==> src/rtl/aud_sp_pkg.sv <==
package aud_sp_pkg;

   typedef enum logic {
      SLOT_LEFT  = 1'b0,
      SLOT_RIGHT = 1'b1
   } slot_e;

   // Maps a frame-clock level onto the channel slot it selects.
   function automatic slot_e slot_of(input logic lvl, input logic left_lvl);
      return (lvl == left_lvl) ? SLOT_LEFT : SLOT_RIGHT;
   endfunction

endpackage

==> src/rtl/aud_sp_frontend.sv <==
module aud_sp_frontend #(
   parameter int STAGES = 2
) (
   input  logic clk,
   input  logic rst_n,
   input  logic bclk,
   input  logic lrck,
   input  logic sdti,
   output logic bclk_rise,
   output logic bclk_fall,
   output logic lr_edge,
   output logic lr_level,
   output logic sdti_s
);

   localparam int NSIG = 3;

   logic [NSIG-1:0] raw;
   logic [NSIG-1:0] syn;
   logic            bclk_q;
   logic            lrck_q;

   assign raw = {sdti, lrck, bclk};

   generate
      if (STAGES == 0) begin : g_bypass
         assign syn = raw;
      end else begin : g_chain
         logic [NSIG-1:0] ff [STAGES];
         always_ff @(posedge clk or negedge rst_n) begin
            if (!rst_n) begin
               for (int i = 0; i < STAGES; i++) ff[i] <= '0;
            end else begin
               ff[0] <= raw;
               for (int i = 1; i < STAGES; i++) ff[i] <= ff[i-1];
            end
         end
         assign syn = ff[STAGES-1];
      end
   endgenerate

   always_ff @(posedge clk or negedge rst_n) begin
      if (!rst_n) begin
         bclk_q <= 1'b0;
         lrck_q <= 1'b0;
      end else begin
         bclk_q <= syn[0];
         lrck_q <= syn[1];
      end
   end

   assign bclk_rise = syn[0] & ~bclk_q;
   assign bclk_fall = ~syn[0] & bclk_q;
   assign lr_level  = syn[1];
   assign lr_edge   = syn[1] ^ lrck_q;
   assign sdti_s    = syn[2];

endmodule

==> src/rtl/aud_sp_tx.sv <==
module aud_sp_tx
   import aud_sp_pkg::*;
#(
   parameter int   SAMPLE_W   = 24,
   parameter int   SLOT_W     = 32,
   parameter int   IDX_W      = 6,
   parameter logic LEFT_LEVEL = 1'b1
) (
   input  logic                clk,
   input  logic                rst_n,
   input  logic                lr_edge,
   input  logic                lr_level,
   input  logic                bit_fall,
   input  logic [SAMPLE_W-1:0] tx_left,
   input  logic [SAMPLE_W-1:0] tx_right,
   output logic                sdto,
   output logic [IDX_W-1:0]    bit_idx
);

   localparam logic [IDX_W-1:0] SLOT_END = IDX_W'(SLOT_W);
   localparam logic [IDX_W-1:0] PAD_POS  = IDX_W'(SAMPLE_W);

   logic [SAMPLE_W-1:0] shreg;
   logic [SAMPLE_W-1:0] right_hold;
   logic [IDX_W-1:0]    idx;

   always_ff @(posedge clk or negedge rst_n) begin
      if (!rst_n) begin
         shreg      <= '0;
         right_hold <= '0;
         idx        <= SLOT_END;
      end else if (lr_edge) begin
         // A new slot wins over any falling edge seen in the same cycle.
         idx <= '0;
         if (slot_of(lr_level, LEFT_LEVEL) == SLOT_LEFT) begin
            shreg      <= tx_left;
            right_hold <= tx_right;
         end else begin
            shreg <= right_hold;
         end
      end else if (bit_fall && idx != SLOT_END) begin
         idx   <= idx + 1'b1;
         shreg <= {shreg[SAMPLE_W-2:0], 1'b0};
      end
   end

   assign sdto    = (idx < PAD_POS) ? shreg[SAMPLE_W-1] : 1'b0;
   assign bit_idx = idx;

endmodule

==> src/rtl/aud_sp_rx.sv <==
module aud_sp_rx
   import aud_sp_pkg::*;
#(
   parameter int   SAMPLE_W   = 24,
   parameter int   SLOT_W     = 32,
   parameter int   IDX_W      = 6,
   parameter logic LEFT_LEVEL = 1'b1
) (
   input  logic                clk,
   input  logic                rst_n,
   input  logic                lr_edge,
   input  logic                lr_level,
   input  logic                bit_rise,
   input  logic                sdti,
   output logic [SAMPLE_W-1:0] rx_left,
   output logic [SAMPLE_W-1:0] rx_right,
   output logic                pair_vld
);

   localparam logic [IDX_W-1:0] SLOT_END = IDX_W'(SLOT_W);
   localparam logic [IDX_W-1:0] LAST_POS = IDX_W'(SLOT_W - 1);
   localparam logic [IDX_W-1:0] SKIP_POS = IDX_W'(SLOT_W - SAMPLE_W);

   logic [IDX_W-1:0]    idx;
   logic [SAMPLE_W-1:0] shreg;
   logic [SAMPLE_W-1:0] sh_nxt;
   logic [SAMPLE_W-1:0] left_hold;
   logic                left_ok;
   slot_e               slot_q;
   slot_e               slot_new;

   assign sh_nxt   = {shreg[SAMPLE_W-2:0], sdti};
   assign slot_new = slot_of(lr_level, LEFT_LEVEL);

   always_ff @(posedge clk or negedge rst_n) begin
      if (!rst_n) begin
         idx       <= SLOT_END;
         shreg     <= '0;
         left_hold <= '0;
         left_ok   <= 1'b0;
         slot_q    <= SLOT_RIGHT;
         rx_left   <= '0;
         rx_right  <= '0;
         pair_vld  <= 1'b0;
      end else begin
         pair_vld <= 1'b0;
         if (lr_edge) begin
            idx    <= '0;
            slot_q <= slot_new;
            if (slot_new == SLOT_LEFT) left_ok <= 1'b0;
         end else if (bit_rise && idx != SLOT_END) begin
            idx <= idx + 1'b1;
            if (idx >= SKIP_POS) shreg <= sh_nxt;
            if (idx == LAST_POS) begin
               if (slot_q == SLOT_LEFT) begin
                  left_hold <= sh_nxt;
                  left_ok   <= 1'b1;
               end else if (left_ok) begin
                  rx_left  <= left_hold;
                  rx_right <= sh_nxt;
                  pair_vld <= 1'b1;
                  left_ok  <= 1'b0;
               end
            end
         end
      end
   end

endmodule

==> src/rtl/aud_serial_port.sv <==
module aud_serial_port #(
   parameter int   SAMPLE_W    = 24,
   parameter int   SLOT_W      = 32,
   parameter int   SYNC_STAGES = 2,
   parameter logic LEFT_LEVEL  = 1'b1
) (
   input  logic                clk,
   input  logic                rst_n,
   input  logic                bclk_i,
   input  logic                lrck_i,
   input  logic                sdti_i,
   output logic                sdto_o,
   input  logic [SAMPLE_W-1:0] tx_left_i,
   input  logic [SAMPLE_W-1:0] tx_right_i,
   output logic [SAMPLE_W-1:0] rx_left_o,
   output logic [SAMPLE_W-1:0] rx_right_o,
   output logic                rx_pair_vld_o
);

   localparam int IDX_W = $clog2(SLOT_W + 1);

   generate
      if (SAMPLE_W < 2) begin : g_bad_sample
         $error("SAMPLE_W must be at least 2");
      end
      if (SLOT_W < SAMPLE_W) begin : g_bad_slot
         $error("SLOT_W must not be smaller than SAMPLE_W");
      end
      if (SYNC_STAGES < 0 || SYNC_STAGES > 4) begin : g_bad_sync
         $error("SYNC_STAGES must lie in 0..4");
      end
   endgenerate

   logic             bclk_rise;
   logic             bclk_fall;
   logic             lr_edge;
   logic             lr_level;
   logic             sdti_s;
   logic [IDX_W-1:0] tx_idx;

   aud_sp_frontend #(
      .STAGES (SYNC_STAGES)
   ) u_front (
      .clk       (clk),
      .rst_n     (rst_n),
      .bclk      (bclk_i),
      .lrck      (lrck_i),
      .sdti      (sdti_i),
      .bclk_rise (bclk_rise),
      .bclk_fall (bclk_fall),
      .lr_edge   (lr_edge),
      .lr_level  (lr_level),
      .sdti_s    (sdti_s)
   );

   aud_sp_tx #(
      .SAMPLE_W   (SAMPLE_W),
      .SLOT_W     (SLOT_W),
      .IDX_W      (IDX_W),
      .LEFT_LEVEL (LEFT_LEVEL)
   ) u_tx (
      .clk      (clk),
      .rst_n    (rst_n),
      .lr_edge  (lr_edge),
      .lr_level (lr_level),
      .bit_fall (bclk_fall),
      .tx_left  (tx_left_i),
      .tx_right (tx_right_i),
      .sdto     (sdto_o),
      .bit_idx  (tx_idx)
   );

   aud_sp_rx #(
      .SAMPLE_W   (SAMPLE_W),
      .SLOT_W     (SLOT_W),
      .IDX_W      (IDX_W),
      .LEFT_LEVEL (LEFT_LEVEL)
   ) u_rx (
      .clk      (clk),
      .rst_n    (rst_n),
      .lr_edge  (lr_edge),
      .lr_level (lr_level),
      .bit_rise (bclk_rise),
      .sdti     (sdti_s),
      .rx_left  (rx_left_o),
      .rx_right (rx_right_o),
      .pair_vld (rx_pair_vld_o)
   );

endmodule

==> config.mk <==
export PLATFORM = sky130hd
export DESIGN_NAME = aud_serial_port
export DESIGN_NICKNAME = d
export VERILOG_FILES = /design/src/rtl/aud_sp_pkg.sv /design/src/rtl/aud_sp_frontend.sv /design/src/rtl/aud_sp_tx.sv /design/src/rtl/aud_sp_rx.sv /design/src/rtl/aud_serial_port.sv
export SDC_FILE = /design/constraint.sdc
export NUM_CORES = 1
export LEC_CHECK = 0
export ABC_AREA = 1
export BUFFER_PORTS_ARGS = -buffer_cell sky130_fd_sc_hd__buf_2
export CORE_MARGIN = 2
export CORE_UTILIZATION = 45
export CTS_CLUSTER_DIAMETER = 50
export DETAILED_ROUTE_END_ITERATION = 12
export GPL_ROUTABILITY_DRIVEN = 0
export PLACE_DENSITY_LB_ADDON = 0.15
export SKIP_CTS_REPAIR_TIMING = 1
export SYNTH_ARGS = -nofsm -noshare
export SYNTH_HDL_FRONTEND = slang
export SYNTH_SLANG_ARGS = --single-unit
==> constraint.sdc <==
create_clock -name clk -period 2.1 [get_ports clk]
set_input_delay 0.42 -clock clk [delete_from_list [all_inputs] [get_ports clk]]
set_output_delay 0.42 -clock clk [all_outputs]
set_load 0.05 [all_outputs]
* Yosys cells after proc, flatten, opt, wreduce, memory -nomap -nowiden *
Index checks and enable logic that the tools add are counted.
W data, S select, Z words.

operators by class
  multiplexer cells = 19
  order comparisons = 2
  reductions and logical operators = 10
  equality and inequality tests = 4
  add/sub/neg operators = 2
  bitwise gates (word level) = 7

operators by type and width
  operator               count
  $mux W24               3
  $mux W6                4
  $add A6 B1 Y6 const B  2
  $mux W1                12
  $ne A6 B6 Y1 const B   2
  $eq A6 B5 Y1 const B   1
  $ge A6 B4 Y1 const B   1
  $lt A6 B5 Y1 const B   1
  $reduce_and A3 Y1      2
  $reduce_bool A2 Y1     3
  $reduce_and A5 Y1      1
  $not A1 Y1             4
  $reduce_and A4 Y1      1
  $and A1 B1 Y1          2
  $logic_and A1 B1 Y1    2
  $ne A2 B1 Y1 const B   1
  $reduce_and A2 Y1      1
  $xor A1 B1 Y1          1

storage, ports and cells
  output and inout port bits = 50
  flip-flop bits (word level) = 166
  logic and storage cells = 59
  bits of input ports = 53

* Depth between registers and ports, before layout *
  word-level depth = 5
  depth in mapped cells = 11
  depth with buffers taken out = 10

* Modules after synthesis *
Synthesis repeated with hierarchy kept, for this count alone.

second synthesis, totals
  cells, all modules = 837
  area total of the unflattened synthesis = 7259.5 um2

modules (own cells, without submodules)
  module           instances  area each (um2)  cells an instance
  aud_sp_rx        1          4335.4           487
  aud_sp_tx        1          2690.1           333
  aud_sp_frontend  1          234.0            17

* Worst setup path before layout *
Ideal clock, no wire load.

  kind = register to register
  from = register u_front.g_chain.ff, in the netlist u_front.syn[1]
  to = register u_rx.rx_right[14]
  clock period less this slack = 2.105 ns
  stages on the path, launching flop included = 11
  arrival = 1.987 ns
  required time = 1.982 ns
  library setup time = 0.118 ns
  slack = -0.005 ns
  cells stage by stage = dfrtp_1 clkinv_1 clkbuf_1 ha_1 nand2_1 nor2_1 nand4_2 buf_2 buf_6 nand2_1 nand2_1

on the way
  cells in the longest elaborated chain, start to end = 3

ends and longest elaborated chain
  what                         line                   text
  start, declared              aud_sp_frontend.sv:29  logic [NSIG-1:0] ff [STAGES];
  $xor A1 B1 Y1                aud_sp_frontend.sv:55  assign lr_edge = syn[1] ^ lrck_q;
  $not A1 Y1 (no line)         -
  $reduce_and A5 Y1 (no line)  -
  end signal, assigned         aud_sp_rx.sv:60        rx_right <= sh_nxt;
  end, declared                aud_sp_rx.sv:16        output logic [SAMPLE_W-1:0] rx_right,

No other way between the ends.
A chain may end at the register's enable or synchronous reset.

* Worst setup path after layout *
Same ends and word-level chain as after synthesis.

==> impl_metrics.ini <==
[outcome]
status = complete, no violations

[synth]
async_flop_share = 1.00
syn_avg_cell_area_um2 = 8.67
synthXorXnorAreaFrac = 0.00369
yosysTopAreaCell = dfrtp_1
synth_top_family_by_area = simple AND/OR/NAND/NOR gates
synth_common_cells = nand2_1 (302), dfrtp_1 (163), nand3_1 (136)
synth-simple-area-share = 0.277
syn-num-nets = 880
synth.most_common_cell = nand2_1
muxShareOfSynthArea = 0.00474
ys_types = 27
yosys.area.top_type_share = 0.573
synth_adder_area_share = 0.0105
ys_ff_latch = 166
syn_area_um2 = 7120
yosys_most_used_dff = dfrtp_1
yosys_warnings = 0
yosysSeqAreaShare = 0.584
synth_edf_count = 0
synth_compound_area_frac = 0.0587
syn_inst = 821
synth.top_cells.by_area = dfrtp_1 (57%), nand2_1 (16%), nand3_1 (9.6%), o21ai_0 (3.2%), inv_1 (2.5%)

[global_routing]
grt_pass1_wl_um = 26900
grt.total_usage = 0.204
antenna_found_initial = 1
grt_pass1_vias = 5323
grt_max_degree = 47
grt_overflow = 0

[sta]
tightest_slew_ns = 0.530
fin_setup_tns_ns = 0
rsz0062_at_grt = false
fin_skew_ns = 0.0116
finalSetupViolCount = 0
period_share = 0.912
finalCriticalPeriod_ns = 1.92
hold_viol = 0
slew_headroom = 0.647
drv_slew = 0
max_freq_mhz = 522

[critical_path]
critPathKind = reg2reg
cp-start-kind = flop
cp.arrival_ns = 2.23
worstSetupEndpointType = flop
cp_max_fo = 38
r2r_cells = 8
critPathRequiredTime_ns = 2.41

[drt]
via_count = 5643
drt-total-wl_um = 16100
post_drt_via_cell_ratio = 4.94
post_drt_wl_per_cell_um = 14.0
drt_first_pass_iters = 5
drt.antenna.violating_nets = 0
drtIter0Drc = 339
drc = 0

[clock_tree]
max-clock-path-buffers = 2
h-tree-depth = 4
insertion_delay_ns = 0.42
cts_tree = built
cts_sinks = 166
numCtsBuffers = 17
clock_tree.root_cell = clkbuf_16
path_clk_slew_ns = 0.06

[floorplanning]
coreArea_um2 = 15300
dieArea_um2 = 16800
io-pin-count = 103
die_h_um = 130
start_util = 0.465
row_count = 45
die-width_um = 130

[power_and_ir_drop]
powerDensity_nw_per_um2 = 833
p_total_mw = 7.07
leakagePower_nw = 4.70
ir_worst_vdd_uv = 720

[placement]
dpl.hpwl_um = 10700
portBuffers = 102

[layout]
drive_above_1_share = 0.192
layout.nets = 979
area_growth_pct = 19.2

[worst_hold_path]
min_path_type = in2reg
hold_depth = 1

[run]
cap_violations = 0
## worst max-delay path: stages, from the launching register on
cell and delay, ns:
dfrtp_1 0.36, clkinv_2 0.06, ha_1 0.47, nand2_1 0.16, nor2_4 0.14, nand4_2 0.14
buf_4 0.29, nand2_1 0.12, nand2_1 0.06
## layout make-up
| type | instances | area, um2 |
|---|---|---|
| fillers | 1464 | 6820 |
| flip-flops and latches | 166 | 4160 |
| multi-input cells | 554 | 2530 |
| repair buffers | 128 | 752 |
| clock buffers | 19 | 453 |
| well taps | 211 | 264 |
| inverters | 53 | 200 |
| clock inverters | 11 | 126 |
| diodes | 1 | 2.50 |
## layout by cell type, fill, tap and decap left out, types with 4 or more instances in the layout
cell	instances
a21oi_1	17
buf_2	101
buf_4	22
clkbuf_16	17
clkinvlp_4	4
dfrtp_1	163
ha_1	6
inv_1	48
inv_2	4
nand2_1	302
nand3_1	136
nor2_1	16
o211ai_1	11
o21ai_0	46
## sequential cells by signal, indices dropped and copies added (netlist names)
register	count
u_front.lrck_q	1
u_rx.idx	6
u_rx.left_ok	1
u_rx.pair_vld	1
u_front.syn	3
u_front.bclk_q	1
u_tx.right_hold	24
u_tx.shreg	24
u_rx.left_hold	24
u_tx.bit_idx	6
u_rx.shreg	23
u_front.g_chain.ff	3
u_rx.rx_right	24
u_rx.rx_left	24
u_rx.slot_q	1
## layer usage
| metal | routed length, um | global-route usage | part of all wire |
|---|---|---|---|
| met1 | 8190 | 0.311 | 0.51 |
| met2 | 7020 | 0.292 | 0.44 |
| met3 | 667 | 0.0488 | 0.042 |
| met4 | 180 | 0.0569 | 0.011 |
| met5 | 0 | 0 | 0 |
## cell families after synthesis
| family | Yosys count |
|---|---|
| xor gates and xnor gates | 3 |
| adders and majority gates | 6 |
| and+or+nand+nor | 466 |
| buffers and inverters | 101 |
| DFF | 166 |
| muxes | 3 |
| AOI/OAI and AO/OA | 76 |
## metrics by stage
step	instances	hold slack (ns)	cell area [um2]	worst slack (ns)	utilization
CTS	1141	-0.0789	8470	0.140	0.553
finish	1143	0.105	8490	0.185	0.554
global placement	1111	0.334	7890	0.222	0.515
floorplan	821	0.124	7120	0.0501	-
detailed placement	1111	0.335	7890	0.164	0.515
global route	1143	0.0878	8490	0.0194	0.554
## where the power goes
group | switching, mW | total [mW] | internal [mW]
registers | 0.0751 | 3.44 | 3.37
logic | 0.388 | 0.590 | 0.201
clock network | 1.24 | 3.04 | 1.80
## worst paths after layout
| kind | start | end | slack [ns] |
|---|---|---|---|
| min in group asynchronous | rst_n | u_tx.shreg[18] | 0.49 |
| min | sdti_i | u_front.g_chain.ff[5] | 0.11 |
| max reg2reg | u_front.syn[1] | u_rx.rx_right[14] | 0.18 |
| max in group asynchronous | rst_n | u_rx.shreg[20] | 0.92 |
| min reg2reg | u_front.g_chain.ff[5] | u_front.syn[2] | 0.35 |
| max | u_front.syn[1] | u_rx.rx_right[14] | 0.18 |
No activity file was read; power rests on OpenSTA's default activity.
